File: src/rtl/romchk_pkg.sv
package romchk_pkg;

   // Sparse state codes, pairwise Hamming distance of at least three
   typedef enum logic [5:0] {
      S_READ    = 6'b000111,
      S_SEND    = 6'b011001,
      S_WAITH   = 6'b101010,
      S_CREAD   = 6'b110100,
      S_CCHK    = 6'b111111,
      S_DONE    = 6'b100001,
      S_INVALID = 6'b010010
   } seq_state_e;

   localparam logic [3:0] MB_TRUE  = 4'b1010;
   localparam logic [3:0] MB_FALSE = 4'b0101;

endpackage

File: src/rtl/romchk_addr_ctr.sv
module romchk_addr_ctr #(
   parameter int ROM_WORDS = 64,
   parameter int DIG_WORDS = 8,
   localparam int AW = $clog2(ROM_WORDS)
) (
   input  logic          clk_i,
   input  logic          rst_ni,
   input  logic          inc_i,
   input  logic          load_cmp_i,
   output logic [AW-1:0] addr_o,
   output logic          at_data_last_o,
   output logic          at_top_o
);
   localparam logic [AW-1:0] DATA_LAST = AW'(ROM_WORDS - DIG_WORDS - 1);
   localparam logic [AW-1:0] CMP_BASE  = AW'(ROM_WORDS - DIG_WORDS);
   localparam logic [AW-1:0] TOP_IDX   = AW'(ROM_WORDS - 1);

   logic [AW-1:0] addr_q;

   always_ff @(posedge clk_i or negedge rst_ni) begin
      if (!rst_ni)         addr_q <= '0;
      else if (load_cmp_i) addr_q <= CMP_BASE;
      else if (inc_i)      addr_q <= addr_q + 1'b1;
   end

   assign addr_o         = addr_q;
   assign at_data_last_o = (addr_q == DATA_LAST);
   assign at_top_o       = (addr_q == TOP_IDX);


   ctr_step_chk: assert property (@(posedge clk_i) disable iff (!rst_ni)
      (inc_i && !load_cmp_i) |=> (addr_q == $past(addr_q) + 1'b1));
endmodule

File: src/rtl/romchk_digest_cmp.sv
module romchk_digest_cmp #(
   parameter int DW        = 32,
   parameter int DIG_WORDS = 8,
   localparam int IW = $clog2(DIG_WORDS),
   localparam int DIG_W = DW * DIG_WORDS
) (
   input  logic             clk_i,
   input  logic             rst_ni,
   input  logic             chk_i,
   input  logic [DW-1:0]    rdata_i,
   input  logic [DIG_W-1:0] digest_i,
   output logic             last_word_o,
   output logic             mismatch_o
);
   logic [IW-1:0] idx_q;
   logic          mism_q;

   always_ff @(posedge clk_i or negedge rst_ni) begin
      if (!rst_ni) begin
         idx_q  <= '0;
         mism_q <= 1'b0;
      end else if (chk_i) begin
         mism_q <= mism_q | (rdata_i != digest_i[idx_q*DW +: DW]);
         if (!last_word_o) idx_q <= idx_q + 1'b1;
      end
   end

   assign last_word_o = (idx_q == IW'(DIG_WORDS - 1));
   assign mismatch_o  = mism_q;


   mism_sticky_chk: assert property (@(posedge clk_i) disable iff (!rst_ni)
      mism_q |=> mism_q);
endmodule

File: src/rtl/rom_check_seq.sv
module rom_check_seq
   import romchk_pkg::*;
#(
   parameter int ROM_WORDS = 64,
   parameter int DW        = 32,
   parameter int HW        = 64,
   parameter int DIG_WORDS = 8
) (
   input  logic                         clk_i,
   input  logic                         rst_ni,
   input  logic                         esc_i,
   output logic                         rom_req_o,
   output logic [$clog2(ROM_WORDS)-1:0] rom_addr_o,
   input  logic [DW-1:0]                rom_rdata_i,
   output logic                         hash_valid_o,
   output logic [HW-1:0]                hash_data_o,
   output logic [HW/8-1:0]              hash_strb_o,
   output logic                         hash_last_o,
   input  logic                         hash_ready_i,
   input  logic                         hash_done_i,
   input  logic [DW*DIG_WORDS-1:0]      hash_share0_i,
   input  logic [DW*DIG_WORDS-1:0]      hash_share1_i,
   input  logic                         hash_err_i,
   output logic [3:0]                   pm_done_o,
   output logic [3:0]                   pm_good_o,
   output logic                         km_valid_o,
   output logic [DW*DIG_WORDS-1:0]      km_digest_o,
   output logic                         bus_sel_o,
   output logic                         alert_o
);
   localparam int AW    = $clog2(ROM_WORDS);
   localparam int DIG_W = DW * DIG_WORDS;

   initial begin : param_chk
      assert (DW <= HW) else $error("ROM word wider than hash word");
      assert (HW % 8 == 0) else $error("hash word not byte aligned");
      assert (ROM_WORDS > DIG_WORDS + 1) else $error("ROM too small");
      assert (DIG_WORDS > 1) else $error("digest needs two or more words");
   end

   seq_state_e    state_q, state_d;
   logic [AW-1:0] addr;
   logic          at_data_last, at_top, cmp_last, mismatch;
   logic          inc, load_cmp, chk, cap;
   logic [DIG_W-1:0] dig_q;
   logic          alert_q;

   romchk_addr_ctr #(.ROM_WORDS(ROM_WORDS), .DIG_WORDS(DIG_WORDS)) u_ctr (
      .clk_i, .rst_ni, .inc_i(inc), .load_cmp_i(load_cmp),
      .addr_o(addr), .at_data_last_o(at_data_last), .at_top_o(at_top));

   romchk_digest_cmp #(.DW(DW), .DIG_WORDS(DIG_WORDS)) u_cmp (
      .clk_i, .rst_ni, .chk_i(chk), .rdata_i(rom_rdata_i), .digest_i(dig_q),
      .last_word_o(cmp_last), .mismatch_o(mismatch));

   always_comb begin
      state_d  = state_q;
      inc      = 1'b0;
      load_cmp = 1'b0;
      chk      = 1'b0;
      cap      = 1'b0;
      unique case (state_q)
         S_READ:  state_d = hash_done_i ? S_INVALID : S_SEND;
         S_SEND: begin
            if (hash_done_i) state_d = S_INVALID;
            else if (hash_ready_i) begin
               if (at_data_last) state_d = S_WAITH;
               else begin
                  inc     = 1'b1;
                  state_d = S_READ;
               end
            end
         end
         S_WAITH: begin
            if (hash_done_i) begin
               cap      = 1'b1;
               load_cmp = 1'b1;
               state_d  = S_CREAD;
            end
         end
         S_CREAD: state_d = hash_done_i ? S_INVALID : S_CCHK;
         S_CCHK: begin
            chk = 1'b1;
            if (hash_done_i || (cmp_last != at_top)) state_d = S_INVALID;
            else if (cmp_last) state_d = S_DONE;
            else begin
               inc     = 1'b1;
               state_d = S_CREAD;
            end
         end
         S_DONE:  if (!at_top) state_d = S_INVALID;
         default: state_d = S_INVALID;
      endcase
      if (esc_i) state_d = S_INVALID;
   end

   always_ff @(posedge clk_i or negedge rst_ni) begin
      if (!rst_ni) begin
         state_q <= S_READ;
         alert_q <= 1'b0;
         dig_q   <= '0;
      end else begin
         state_q <= state_d;
         alert_q <= alert_q | (state_d == S_INVALID);
         if (cap) dig_q <= hash_share0_i ^ hash_share1_i;
      end
   end

   generate
      if (HW > DW) begin : g_pad
         assign hash_data_o = {{(HW-DW){1'b0}}, rom_rdata_i};
      end else begin : g_flat
         assign hash_data_o = rom_rdata_i;
      end
   endgenerate

   assign rom_req_o    = (state_q == S_READ) || (state_q == S_CREAD);
   assign rom_addr_o   = addr;
   assign hash_valid_o = (state_q == S_SEND);
   assign hash_last_o  = (state_q == S_SEND) && at_data_last;
   assign hash_strb_o  = '0;
   assign pm_done_o    = (state_q == S_DONE) ? MB_TRUE : MB_FALSE;
   assign pm_good_o    = ((state_q == S_DONE) && !mismatch) ? MB_TRUE : MB_FALSE;
   assign km_valid_o   = (state_q == S_DONE);
   assign km_digest_o  = dig_q;
   assign bus_sel_o    = (state_q == S_DONE);
   assign alert_o      = alert_q;


   hold_chk: assert property (@(posedge clk_i) disable iff (!rst_ni)
      (hash_valid_o && !hash_ready_i && !hash_done_i && !esc_i)
      |=> (hash_valid_o && $stable(hash_data_o) && $stable(hash_last_o)));

   done_sticky_chk: assert property (@(posedge clk_i) disable iff (!rst_ni)
      (pm_done_o == MB_TRUE && !esc_i) |=> (pm_done_o == MB_TRUE));

   good_stable_chk: assert property (@(posedge clk_i) disable iff (!rst_ni)
      (pm_done_o == MB_TRUE && !esc_i) |=> $stable(pm_good_o));

   digest_stable_chk: assert property (@(posedge clk_i) disable iff (!rst_ni)
      km_valid_o |=> $stable(km_digest_o));

   esc_chk: assert property (@(posedge clk_i) disable iff (!rst_ni)
      esc_i |=> (alert_o && pm_done_o == MB_FALSE));

   alert_sticky_chk: assert property (@(posedge clk_i) disable iff (!rst_ni)
      alert_o |=> alert_o);

   early_done_chk: assert property (@(posedge clk_i) disable iff (!rst_ni)
      (hash_done_i && hash_valid_o) |=> (alert_o && !hash_valid_o));

   err_ignored_chk: assert property (@(posedge clk_i) disable iff (!rst_ni)
      (hash_err_i && state_q == S_WAITH && !hash_done_i && !esc_i)
      |=> (state_q == S_WAITH));

   last_only_chk: assert property (@(posedge clk_i) disable iff (!rst_ni)
      (hash_last_o && hash_ready_i && !hash_done_i && !esc_i) |=> !hash_valid_o);
endmodule

File: config.mk
export PLATFORM = sky130hd
export DESIGN_NAME = rom_check_seq
export DESIGN_NICKNAME = d
export VERILOG_FILES = /design/src/rtl/romchk_pkg.sv /design/src/rtl/romchk_addr_ctr.sv /design/src/rtl/romchk_digest_cmp.sv /design/src/rtl/rom_check_seq.sv
export SDC_FILE = /design/constraint.sdc
export NUM_CORES = 1
export LEC_CHECK = 0
export ABC_AREA = 1
export CELL_PAD_IN_SITES_DETAIL_PLACEMENT = 1
export CELL_PAD_IN_SITES_GLOBAL_PLACEMENT = 2
export CORE_AREA = 2 2 352 354
export DETAILED_ROUTE_END_ITERATION = 10
export DIE_AREA = 0 0 354 356
export GPL_TIMING_DRIVEN = 1
export HOLD_SLACK_MARGIN = 0.05
export PLACE_DENSITY = 0.57
export SLEW_MARGIN = 25
export SYNTH_ARGS = -nofsm -noshare
export SYNTH_HDL_FRONTEND = slang
export SYNTH_SLANG_ARGS = --single-unit
File: constraint.sdc
create_clock -name clk_i -period 1.8 [get_ports clk_i]
set_input_delay 0.18 -clock clk_i [delete_from_list [all_inputs] [get_ports clk_i]]
set_output_delay 0.18 -clock clk_i [all_outputs]
set_load 0.01 [all_outputs]
==> flow_summary.ini <==
[timing]
min_period_ns = 2.19
min_period_over_period = 1.21
fin_ws_ns = -0.386
rsz0062_at_grt = true
finalSetupTns_ns = -61.90
setup_viol = 284
fin_skew_ns = 0.0249
whs_ns = 0.179
worstMarginPinSlew_ns = 0.584
slew_headroom = 0.611
hold_violations = 0
final_max_slew_viol_count = 0
max_freq_ghz = 0.457

[detailed_routing]
postRouteAntennaNets = 0
wl_per_cell_um = 25.2
drt-initial-drc-count = 688
wirelength_um = 125000
vias = 19088
drc = 0
first_pass_iters = 4
via_per_inst = 3.84

[clock_tree]
clk_latency_ns = 0.59
clock_path_buffers = 3
numCtsBuffers = 38
cts-root-buf = clkbuf_16
path_clk_slew_ns = 0.08
cts_tree = yes
cts.htree.levels = 2
cts_sinks = 273

[logic_synthesis]
synth_most_common_cell = nand2_1
synth.area.top_cells = dfrtp_1, nand2_1, xnor2_1
yosys.area.top_type_share = 0.416
syn_inst = 2138
async_flop_share = 1.00
synth.avg_cell_area_um2 = 7.60
yosys-top-cells-count = nand2_1, dfrtp_1, o21ai_0
synth-edff-count = 0
synth_warnings = 0
synth_cell_types = 31
ys_ff_latch = 273
synth_top_area_cell = dfrtp_1
seq_area_frac_synth = 0.420
syn_area_um2 = 16300
synth_ff_type = dfrtp_1

[global_route]
track_usage = 0.190
antenna_found_initial = 20
overflow = 0
grt_pass1_wl_um = 166000
grt_max_degree = 44
grt_pass1_vias = 20673

[floorplanning]
start_util = 0.133
die_w_um = 354
dieArea_um2 = 126000
fp.dieH_um = 356
io_pins = 898
rows = 129
core_um2 = 123000

[worst_setup_path]
cp_max_fo = 7
crit_slowest_cell = dfrtp_4
crit_buf_inv = 3
r2r_start = u_cmp.idx_q[0]
endpoint_kind = register
rr_worst_depth = 15
critPathMaxStageDelay_ns = 0.50
regToRegSetupSlack_ns = -0.39
r2r_end = u_cmp.mismatch_o
cp-start-kind = register
crit_family = simple AND/OR/NAND/NOR gates
crit_type = reg -> reg
required_ns = 2.28
path_cells = buf_12 -> buf_12 -> buf_16 -> nor2_1 -> nor2_1 -> o21ai_1 -> nand3_2 -> nand3b_1 -> nand3_1 -> nor2_1 -> nand2_1 -> nor2_1 -> nand2_1 -> nand2_1 -> nand2_1
critPathArrivalTime_ns = 2.67
path_depth = 15

[placed_design]
postPlaceCellArea_um2 = 28300
port_buffers = 856
dp_hpwl_um = 96300
dpl.cell_count = 4732
gp_congestion = 0.815

[layout]
postLayoutCellArea_um2 = 35900
fillers = 14015
area_delta_synth_final_pct = 121
drive_above_1_share = 0.355
fin_cells = 4976
fin_nets = 3864

[job]
max_cap_viol_count = 0

[power]
power_density_nw_per_um2 = 471
peakVddDrop_uv = 442
p_leak_nw = 16.7

[outcome]
status = finished with violations
violations = negative setup slack

[worst_hold_path]
hold_class = in -> async
==> layout make-up <==
cell class              count  area, um2  share of cell area
repair buffers           1277      14200               0.396
multi-input cells        1565      10800               0.302
flip-flops and latches    273       6910               0.192
well taps                1637       2050              0.0570
clock buffers              51       1070              0.0298
inverters                 155        627              0.0174
clock inverters            16        201             0.00561
repair inverters            1       20.0            0.000557
diodes                      1       2.50           0.0000696
==> sequential cells by signal, summed over array words and instances, names as in the netlist <==
register,count
u_ctr.addr_o,6
alert_o,1
u_cmp.idx_q,3
u_cmp.mismatch_o,1
km_digest_o,256
state_q,6
==> per-layer routing <==
| metal | track usage | wire length [um] | vias to the layer above |
|---|---|---|---|
| met1 | 0.227 | 51000 | 9297 |
| met4 | 0.0522 | 3350 | 4 |
| li1 | - | - | 9027 |
| met2 | 0.338 | 63500 | 621 |
| met3 | 0.0473 | 7620 | 139 |
| met5 | 0 | 23 | - |
==> layout by cell type, fill, tap and decap left out, types with 49 or more instances in the layout <==
| master | n |
|---|---|
| buf_12 | 80 |
| buf_16 | 53 |
| buf_4 | 229 |
| buf_6 | 49 |
| clkbuf_16 | 55 |
| clkdlybuf4s50_1 | 599 |
| dfrtp_1 | 217 |
| dfrtp_2 | 51 |
| dlygate4sd2_1 | 189 |
| inv_1 | 141 |
| nand2_1 | 407 |
| nand2_2 | 151 |
| nand2_4 | 161 |
| nand3_1 | 66 |
| nand3_2 | 71 |
| nor2_1 | 55 |
| o21ai_1 | 97 |
| o21ai_2 | 175 |
| xnor2_1 | 256 |
==> worst max-delay path by stage <==
stage | from | to
after floorplan | state_q[0] | pm_good_o[2]
after global placement | u_cmp.idx_q[0] | u_cmp.mismatch_o
after detailed placement | u_cmp.idx_q[0] | u_cmp.mismatch_o
after CTS | u_cmp.idx_q[0] | u_cmp.mismatch_o
after global routing | u_cmp.idx_q[0] | u_cmp.mismatch_o
final | u_cmp.idx_q[0] | u_cmp.mismatch_o
==> logic make-up (layout without fill, tap and decap cells) <==
group / count (synthesis) / in the layout / synth area share
xor gates and xnor gates: 258 / 258 / 0.139
buffers and inverters: 339 / 1500 / 0.105
adders and majority gates: 3 / 3 / 0.00231
other: 1 / 41 / 0.000231
DFF: 273 / 273 / 0.420
and+or+nand+nor: 969 / 969 / 0.241
AOI/OAI and AO/OA: 295 / 295 / 0.0917
==> what timing repair did <==
item / CTS / global route
hold endpoints to repair: 269 / 0
hold buffers: 1 / 0
buffers inserted: 91 / 29
gates cloned: 64 / 17
pin swaps: 72 / 87
endpoints found under the setup margin: 475 / 328
gates resized for setup: 1010 / 629
==> power by group <==
part	internal (mW)	switching, mW	total, mW
registers	6.14	0	6.14
logic	1.61	1.13	2.74
clock network	4.77	3.30	8.06
==> stage by stage <==
stage	setup slack (ns)	util	power [mW]
after floorplan	-0.00661	-	6.95
after global placement	-0.611	0.231	8.93
after detailed placement	-0.612	0.231	8.93
after CTS	-0.398	0.275	17.2
after global routing	-0.500	0.293	17.6
final	-0.386	0.293	16.9
Power figures use the tool's default switching activity.
